## src/rtl/dlat_pkg.sv

```systemverilog
// Shared definitions for the DRAM bank latency calculator.
// Assumes: page policy arrives as a 2-bit code; code 3 behaves as close.
package dlat_pkg;

    typedef enum logic [1:0] {
        POL_OPEN      = 2'd0,
        POL_ADAPTIVE  = 2'd1,
        POL_CLOSE     = 2'd2,
        POL_CLOSE_ALT = 2'd3
    } page_pol_e;

    // True when the policy precharges after every access.
    function automatic logic pol_is_closing(input page_pol_e p);
        return p[1];
    endfunction

endpackage

```

## src/rtl/dlat_bank_table.sv

```systemverilog
// Per-bank record store: open flag, open row, free cycle, earliest activate.
// One combinational read port and one write port; a write lands at the clock edge.
// Assumes NUM_BANKS is a power of two so every read index is in range.
module dlat_bank_table #(
    parameter int NUM_BANKS = 8,
    parameter int ROW_W     = 14,
    parameter int TIME_W    = 32,
    localparam int BANK_W   = $clog2(NUM_BANKS)
) (
    input  logic              clk,
    input  logic              rst_n,
    input  logic [BANK_W-1:0] rd_bank,
    output logic              rd_open,
    output logic [ROW_W-1:0]  rd_row,
    output logic [TIME_W-1:0] rd_free,
    output logic [TIME_W-1:0] rd_act,
    input  logic              wr_en,
    input  logic [BANK_W-1:0] wr_bank,
    input  logic              wr_open,
    input  logic [ROW_W-1:0]  wr_row,
    input  logic [TIME_W-1:0] wr_free,
    input  logic [TIME_W-1:0] wr_act
);

    logic [NUM_BANKS-1:0] open_vec;
    logic [ROW_W-1:0]     row_arr  [NUM_BANKS];
    logic [TIME_W-1:0]    free_arr [NUM_BANKS];
    logic [TIME_W-1:0]    act_arr  [NUM_BANKS];

    for (genvar gi = 0; gi < NUM_BANKS; gi++) begin : g_bank
        logic              open_q;
        logic [ROW_W-1:0]  row_q;
        logic [TIME_W-1:0] free_q;
        logic [TIME_W-1:0] act_q;
        logic              sel;

        assign sel = wr_en && (wr_bank == BANK_W'(gi));

        // Hold or update this bank's record.
        always_ff @(posedge clk) begin
            if (!rst_n) begin
                open_q <= 1'b0;
                row_q  <= '0;
                free_q <= '0;
                act_q  <= '0;
            end else if (sel) begin
                open_q <= wr_open;
                row_q  <= wr_row;
                free_q <= wr_free;
                act_q  <= wr_act;
            end
        end

        assign open_vec[gi] = open_q;
        assign row_arr[gi]  = row_q;
        assign free_arr[gi] = free_q;
        assign act_arr[gi]  = act_q;
    end

    // Read port selects the requested bank's record.
    always_comb begin
        rd_open = open_vec[rd_bank];
        rd_row  = row_arr[rd_bank];
        rd_free = free_arr[rd_bank];
        rd_act  = act_arr[rd_bank];
    end

    // without a write, no bank's open flag moves.
    assert_idle_hold_R7: assert property (@(posedge clk) disable iff (!rst_n)
        !wr_en |=> $stable(open_vec));

    // a write to one bank touches at most that bank's open flag.
    assert_single_bank_R7: assert property (@(posedge clk) disable iff (!rst_n)
        wr_en |=> $onehot0(open_vec ^ $past(open_vec)));

endmodule

```

## src/rtl/dlat_latency_calc.sv

```systemverilog
// Combinational latency evaluation for one request against one bank record,
// plus the record that bank holds after the access.
// Assumes TIME_W > TP_W and that cycle sums never wrap within TIME_W bits.
module dlat_latency_calc
    import dlat_pkg::*;
#(
    parameter int ROW_W  = 14,
    parameter int TIME_W = 32,
    parameter int TP_W   = 8,
    localparam int PAD_W = TIME_W - TP_W
) (
    input  page_pol_e         policy,
    input  logic [ROW_W-1:0]  req_row,
    input  logic [TIME_W-1:0] req_now,
    input  logic              close_hint,
    input  logic [TP_W-1:0]   t_rp,
    input  logic [TP_W-1:0]   t_rcd,
    input  logic [TP_W-1:0]   t_cl,
    input  logic [TP_W-1:0]   t_rc,
    input  logic              cur_open,
    input  logic [ROW_W-1:0]  cur_row,
    input  logic [TIME_W-1:0] cur_free,
    input  logic [TIME_W-1:0] cur_act,
    output logic [TIME_W-1:0] acc_lat,
    output logic [TIME_W-1:0] bank_lat,
    output logic              hit,
    output logic              nxt_open,
    output logic [TIME_W-1:0] nxt_free,
    output logic [TIME_W-1:0] nxt_act
);

    logic [TIME_W-1:0] rp_w, rcd_w, cl_w, rc_w;
    logic [TIME_W-1:0] busy_wait, pre_dly, cand_act, act_push, miss_core, act_at;
    logic              closing, close_after;

    // Widen timing inputs to the cycle-count width.
    always_comb begin
        rp_w  = {{PAD_W{1'b0}}, t_rp};
        rcd_w = {{PAD_W{1'b0}}, t_rcd};
        cl_w  = {{PAD_W{1'b0}}, t_cl};
        rc_w  = {{PAD_W{1'b0}}, t_rc};
    end

    // Classify the access and form each latency term.
    always_comb begin
        closing   = pol_is_closing(policy);
        hit       = !closing && cur_open && (cur_row == req_row);
        busy_wait = (cur_free > req_now) ? (cur_free - req_now) : '0;
        pre_dly   = (!closing && cur_open) ? rp_w : '0;
        cand_act  = req_now + busy_wait + pre_dly;
        act_push  = (cand_act < cur_act) ? (cur_act - cand_act) : '0;
        miss_core = pre_dly + rcd_w + cl_w;
        act_at    = cand_act + act_push;
        if (hit) begin
            acc_lat  = busy_wait + cl_w;
            bank_lat = cl_w;
        end else begin
            acc_lat  = busy_wait + act_push + miss_core;
            bank_lat = miss_core;
        end
    end

    // Build the bank record left behind by this access.
    always_comb begin
        close_after = closing || ((policy == POL_ADAPTIVE) && close_hint);
        nxt_open    = !close_after;
        nxt_free    = req_now + acc_lat + (close_after ? rp_w : '0);
        nxt_act     = hit ? cur_act : (act_at + rc_w);
    end

endmodule

```

## src/rtl/dram_bank_latency.sv

```systemverilog
// DRAM bank access latency calculator, top level.
// Reads the addressed bank's record, evaluates the latency, registers the
// result with a one-cycle valid pulse and writes back the updated record.
// Assumes configuration is stable while requests flow and req_now never decreases.
module dram_bank_latency
    import dlat_pkg::*;
#(
    parameter int NUM_BANKS = 8,
    parameter int ROW_W     = 14,
    parameter int TIME_W    = 32,
    parameter int TP_W      = 8,
    localparam int BANK_W   = $clog2(NUM_BANKS)
) (
    input  logic              clk,
    input  logic              rst_n,
    input  logic [1:0]        cfg_policy,
    input  logic [TP_W-1:0]   cfg_trp,
    input  logic [TP_W-1:0]   cfg_trcd,
    input  logic [TP_W-1:0]   cfg_tcl,
    input  logic [TP_W-1:0]   cfg_trc,
    input  logic              req_vld,
    input  logic [BANK_W-1:0] req_bank,
    input  logic [ROW_W-1:0]  req_row,
    input  logic [TIME_W-1:0] req_now,
    input  logic              req_close_hint,
    output logic              res_vld,
    output logic [TIME_W-1:0] res_acc_lat,
    output logic [TIME_W-1:0] res_bank_lat,
    output logic              res_hit
);

    page_pol_e         policy;
    logic              cur_open, nxt_open, calc_hit;
    logic [ROW_W-1:0]  cur_row;
    logic [TIME_W-1:0] cur_free, cur_act, nxt_free, nxt_act;
    logic [TIME_W-1:0] calc_acc, calc_bank;

    assign policy = page_pol_e'(cfg_policy);

    dlat_bank_table #(
        .NUM_BANKS(NUM_BANKS), .ROW_W(ROW_W), .TIME_W(TIME_W)
    ) table_i (
        .clk(clk), .rst_n(rst_n),
        .rd_bank(req_bank), .rd_open(cur_open), .rd_row(cur_row),
        .rd_free(cur_free), .rd_act(cur_act),
        .wr_en(req_vld), .wr_bank(req_bank), .wr_open(nxt_open),
        .wr_row(req_row), .wr_free(nxt_free), .wr_act(nxt_act)
    );

    dlat_latency_calc #(
        .ROW_W(ROW_W), .TIME_W(TIME_W), .TP_W(TP_W)
    ) calc_i (
        .policy(policy), .req_row(req_row), .req_now(req_now),
        .close_hint(req_close_hint),
        .t_rp(cfg_trp), .t_rcd(cfg_trcd), .t_cl(cfg_tcl), .t_rc(cfg_trc),
        .cur_open(cur_open), .cur_row(cur_row), .cur_free(cur_free), .cur_act(cur_act),
        .acc_lat(calc_acc), .bank_lat(calc_bank), .hit(calc_hit),
        .nxt_open(nxt_open), .nxt_free(nxt_free), .nxt_act(nxt_act)
    );

    // Register the result and raise the valid pulse for one cycle.
    always_ff @(posedge clk) begin
        if (!rst_n) begin
            res_vld      <= 1'b0;
            res_acc_lat  <= '0;
            res_bank_lat <= '0;
            res_hit      <= 1'b0;
        end else begin
            res_vld <= req_vld;
            if (req_vld) begin
                res_acc_lat  <= calc_acc;
                res_bank_lat <= calc_bank;
                res_hit      <= calc_hit;
            end
        end
    end

    // each request produces a result the next cycle.
    assert_req_to_res_R1: assert property (@(posedge clk) disable iff (!rst_n)
        req_vld |=> res_vld);

    // no result without a request.
    assert_no_spurious_R1: assert property (@(posedge clk) disable iff (!rst_n)
        !req_vld |=> !res_vld);

    // a busy bank's remaining time is never dropped from the latency.
    assert_busy_wait_R2: assert property (@(posedge clk) disable iff (!rst_n)
        (req_vld && (cur_free > req_now)) |=>
            (res_acc_lat >= $past(cur_free - req_now)));

    // a hit costs exactly one column access of bank time.
    assert_hit_cost_R3: assert property (@(posedge clk) disable iff (!rst_n)
        (res_vld && res_hit) |-> (res_bank_lat == TIME_W'(cfg_tcl)));

    // a miss always pays at least activate plus column time.
    assert_miss_floor_R6: assert property (@(posedge clk) disable iff (!rst_n)
        (res_vld && !res_hit) |->
            (res_acc_lat >= TIME_W'(cfg_trcd) + TIME_W'(cfg_tcl)));

    // bank-busy time is part of the total latency.
    assert_bank_within_acc_R6: assert property (@(posedge clk) disable iff (!rst_n)
        res_vld |-> (res_bank_lat <= res_acc_lat));

    // the close policy never reports a hit.
    assert_close_no_hit_R9: assert property (@(posedge clk) disable iff (!rst_n)
        (req_vld && cfg_policy[1]) |=> !res_hit);

endmodule

```

## config.mk

```make
export PLATFORM = sky130hd
export DESIGN_NAME = dram_bank_latency
export DESIGN_NICKNAME = d
export VERILOG_FILES = /design/src/rtl/dlat_pkg.sv /design/src/rtl/dlat_bank_table.sv /design/src/rtl/dlat_latency_calc.sv /design/src/rtl/dram_bank_latency.sv
export SDC_FILE = /design/constraint.sdc
export NUM_CORES = 2
export LEC_CHECK = 0
export ABC_AREA = 1
export CORE_ASPECT_RATIO = 1.75
export CORE_MARGIN = 5
export CORE_UTILIZATION = 57
export CTS_CLUSTER_DIAMETER = 200
export CTS_CLUSTER_SIZE = 12
export DETAILED_ROUTE_END_ITERATION = 12
export PLACE_DENSITY = 0.77
export SYNTH_ARGS = -nofsm -noshare
export SYNTH_HDL_FRONTEND = slang
export SYNTH_SLANG_ARGS = --single-unit
```

## constraint.sdc

```tcl
create_clock -name clk -period 14.75 [get_ports clk]
set_clock_uncertainty 0.15 [all_clocks]
set_input_delay 2.2125 -clock clk [delete_from_list [all_inputs] [get_ports clk]]
set_output_delay 2.2125 -clock clk [all_outputs]
set_load 0.005 [all_outputs]
```

==> results.json <==
{
  "die_y_um": 375,
  "antenna_found_initial": 2,
  "clock_latency_ps": 670,
  "io-pin-count": 153,
  "area.growth.synth_to_final_pct": 24.1,
  "final_cells": 8107,
  "fmax_mhz": 70.7,
  "r2r-start": "table_i.g_bank[7].free_q[0]",
  "maxSlewHeadroom_pct": 12.7,
  "routed_via_density": 5.79,
  "htreeDepth": 3,
  "min_period_over_period_pct": 95.8,
  "crit_required_ps": 15140,
  "avgSynthCellArea_um2": 6.81,
  "core-area_um2": 75200,
  "ctsHoldBuffers": 0,
  "startpoint_type": "input port",
  "grt_overflow": 0,
  "p_per_area_nw_per_um2": 131,
  "worst-path-max-fanout": 55,
  "io_buffers": 130,
  "regToRegSetupSlack_ps": 2910,
  "synth_area_leader_cell": "dfxtp_1",
  "cp_top_family": "buffers and inverters",
  "worstHoldStart": "table_i.g_bank[0].row_q[10]",
  "synth-edff-count": 0,
  "slew_violations": 0,
  "timing.rr.end": "table_i.g_bank[6].free_q[31]",
  "place_area_um2": 51100,
  "numClockSinks": 676,
  "layout_setup_ws_ps": 614,
  "synth_top_cell_area_share_pct": 31.3,
  "setup_viol": 0,
  "utilization_pct": 71.4,
  "slowest_delay_ps": 650,
  "ys_seq_area_share_pct": 31.3,
  "yosys_warnings": 0,
  "nets": 7514,
  "worstRegToRegCells": 77,
  "drt_iter0_markers": 4669,
  "drcViolationCount": 0,
  "cts_buffers": 66,
  "clk_pin_slew_ps": 60,
  "route.vias.total": 47000,
  "status": "complete, no violations",
  "syn_inst": 6355,
  "hold_viol_final": 0,
  "min_path_type": "reg2reg",
  "holdPathEnd": "table_i.g_bank[0].row_q[10]",
  "root_buffer": "clkbuf_16",
  "rows": 133,
  "netlist_top_cells_area": "dfxtp_1, o21ai_0, ha_1, nand2_1, inv_1",
  "period_needed_ps": 14140,
  "cp.arrival_ps": 14530,
  "final_area_um2": 53700,
  "vdd_drop_max_v": 0.000118,
  "synthFlopType": "dfxtp_1",
  "tightest_slew_ps": 1310,
  "start_util_pct": 57.5,
  "cts_tree": "built",
  "place_ws_ps": -1070,
  "worst_hold_path.num_cells": 2,
  "drt_wl_total_um": 168000,
  "dp_hpwl_um": 122000,
  "drv_cap": 0,
  "globalplace.congestion": 1.05,
  "critical_path_class": "in2reg",
  "place_inst": 8011,
  "first_global_vias": 45400,
  "max-clock-path-buffers": 3,
  "ant_nets": 0,
  "hold-worst-slack_ps": 306,
  "p_leak_nw": 27.1,
  "synthArstFlopShare_pct": 0,
  "wl_per_cell_um": 20.7,
  "dieArea_um2": 81800,
  "drive_gt1_share_pct": 16.4,
  "dr.pass1.iters": 6,
  "grt_use_total_pct": 39.2,
  "synth.cell_area_um2": 43300,
  "path_buf_inv": 26,
  "synth_seq_cells": 676,
  "yosysUniqueCellTypes": 59,
  "die_x_um": 218,
  "grt_pass1_wl_um": 252000,
  "cp_slowest_cell": "buf_4",
  "grt_max_degree": 152,
  "cp-end-kind": "flip-flop"
}
==> flip-flops by register name, summed over array words and instances, names as in the netlist <==
signal and flops:
table_i.g_bank.act_q 256, res_vld 1, table_i.g_bank.free_q 256, res_acc_lat 32, table_i.g_bank.open_q 8, table_i.g_bank.row_q 112, res_bank_lat 10, res_hit 1
==> power by group <==
group / leakage, nW / switching, W / internal, W
combinational: 20.7 / 0.00210 / 0.00143
clock: 0.879 / 0.000734 / 0.000816
sequential: 5.50 / 0.0000427 / 0.00191
total: 27.1 / 0.00288 / 0.00416
==> layer usage <==
| metal | share of wire (%) | global-route usage (%) | vias to the layer above |
|---|---|---|---|
| met2 | 47 | 66.0 | 2293 |
| met1 | 36 | 45.3 | 21700 |
| met4 | 8.7 | 28.2 | 2 |
| met5 | 0.0084 | 0 | - |
| li1 | - | - | 22400 |
| met3 | 7.7 | 5.66 | 601 |
==> kinds of logic (layout without fill, tap and decap cells) <==
group,count (synthesis),after routing,synth area share [%]
AND/OR/NAND/NOR,2127,2127,20.2
AO/OA/AOI/OAI,1794,1794,23.4
buffers and inverters,1253,1971,11.3
flip-flops,676,676,31.3
adder cells (fa/ha/maj),339,339,10.4
XOR/XNOR,155,155,3.14
multiplexers,10,10,0.318
other,1,23,0.00866
==> how the worst max path moves through the flow <==
stage / slack, ps / end / cells after the start / start
after floorplan: 70 / table_i.g_bank[7].free_q[29] / 79 / req_bank[0]
after global placement: -700 / table_i.g_bank[6].free_q[28] / 80 / req_bank[1]
after detailed placement: -1070 / table_i.g_bank[2].free_q[29] / 78 / req_bank[1]
after CTS: 3 / table_i.g_bank[1].free_q[25] / 82 / req_bank[1]
after global routing: -90 / table_i.g_bank[2].free_q[29] / 87 / req_bank[1]
final: 610 / table_i.g_bank[6].free_q[31] / 76 / req_bank[1]
==> stage by stage <==
| step | total power (W) | TNS [ps] |
|---|---|---|
| finish | 0.00704 | 0 |
| global route | 0.00737 | -663 |
| CTS | 0.00689 | 0 |
| detailed placement | 0.00534 | -103510 |
| global placement | 0.00531 | -61520 |
| floorplan | 0.00360 | 0 |
==> cell usage after synthesis, drive strengths merged (11+ instances only) <==
library cell	count
inv	892
o21bai	23
o21ai	794
o2111ai	30
nand2	966
nand3b	13
clkbuf	264
a22oi	94
nand4	61
a21oi	598
a221oi	44
nand3	205
a31oi	28
nor4	11
xnor2	59
dfxtp	676
or2	15
o22ai	33
ha	303
o211ai	66
a21boi	15
buf	91
nor3	23
xor2	96
a21o	22
nor2	828
fa	36
==> final cells by class <==
class	instances	area, um2
Clock inverter	7	124
Multi-Input combinational cell	4447	25600
Sequential cell	676	13500
Inverter	898	3380
Clock buffer	67	1680
Tap cell	1012	1270
Fill cell	6552	21500
Antenna cell	1	2.50
Timing Repair Buffer	999	8140
==> cell usage in the layout, fill, tap and decap left out, drive strengths merged, types with 23 or more instances in the layout <==
cell / Yosys / layout
a21oi: 598 / 598
a221oi: 44 / 44
a22oi: 94 / 94
a31oi: 28 / 28
buf: 91 / 870
clkbuf: 264 / 69
clkdlybuf4s50: 0 / 127
dfxtp: 676 / 676
fa: 36 / 36
ha: 303 / 303
inv: 892 / 895
nand2: 966 / 966
nand3: 205 / 205
nand4: 61 / 61
nor2: 828 / 828
nor3: 23 / 23
o2111ai: 30 / 30
o211ai: 66 / 66
o21ai: 794 / 794
o21bai: 23 / 23
o22ai: 33 / 33
xnor2: 59 / 59
xor2: 96 / 96
==> worst reg2reg max path: cells and delay by family (launching register included) <==
kind | cells | cell delay (ps)
flip-flops | 1 | 310
buffers and inverters | 16 | 1930
AND/OR/NAND/NOR | 32 | 2810
XOR/XNOR | 2 | 370
AO/OA/AOI/OAI | 17 | 2990
adder cells (fa/ha/maj) | 10 | 3190
==> what timing repair did <==
item | 4_1_cts | 5_1_grt
resized for setup | 11 | 158
setup endpoints to repair | 80 | 184
setup buffers | 0 | 19
gates cloned | 0 | 2
pin swaps | 0 | 36
(Power assumes the default switching activity.)
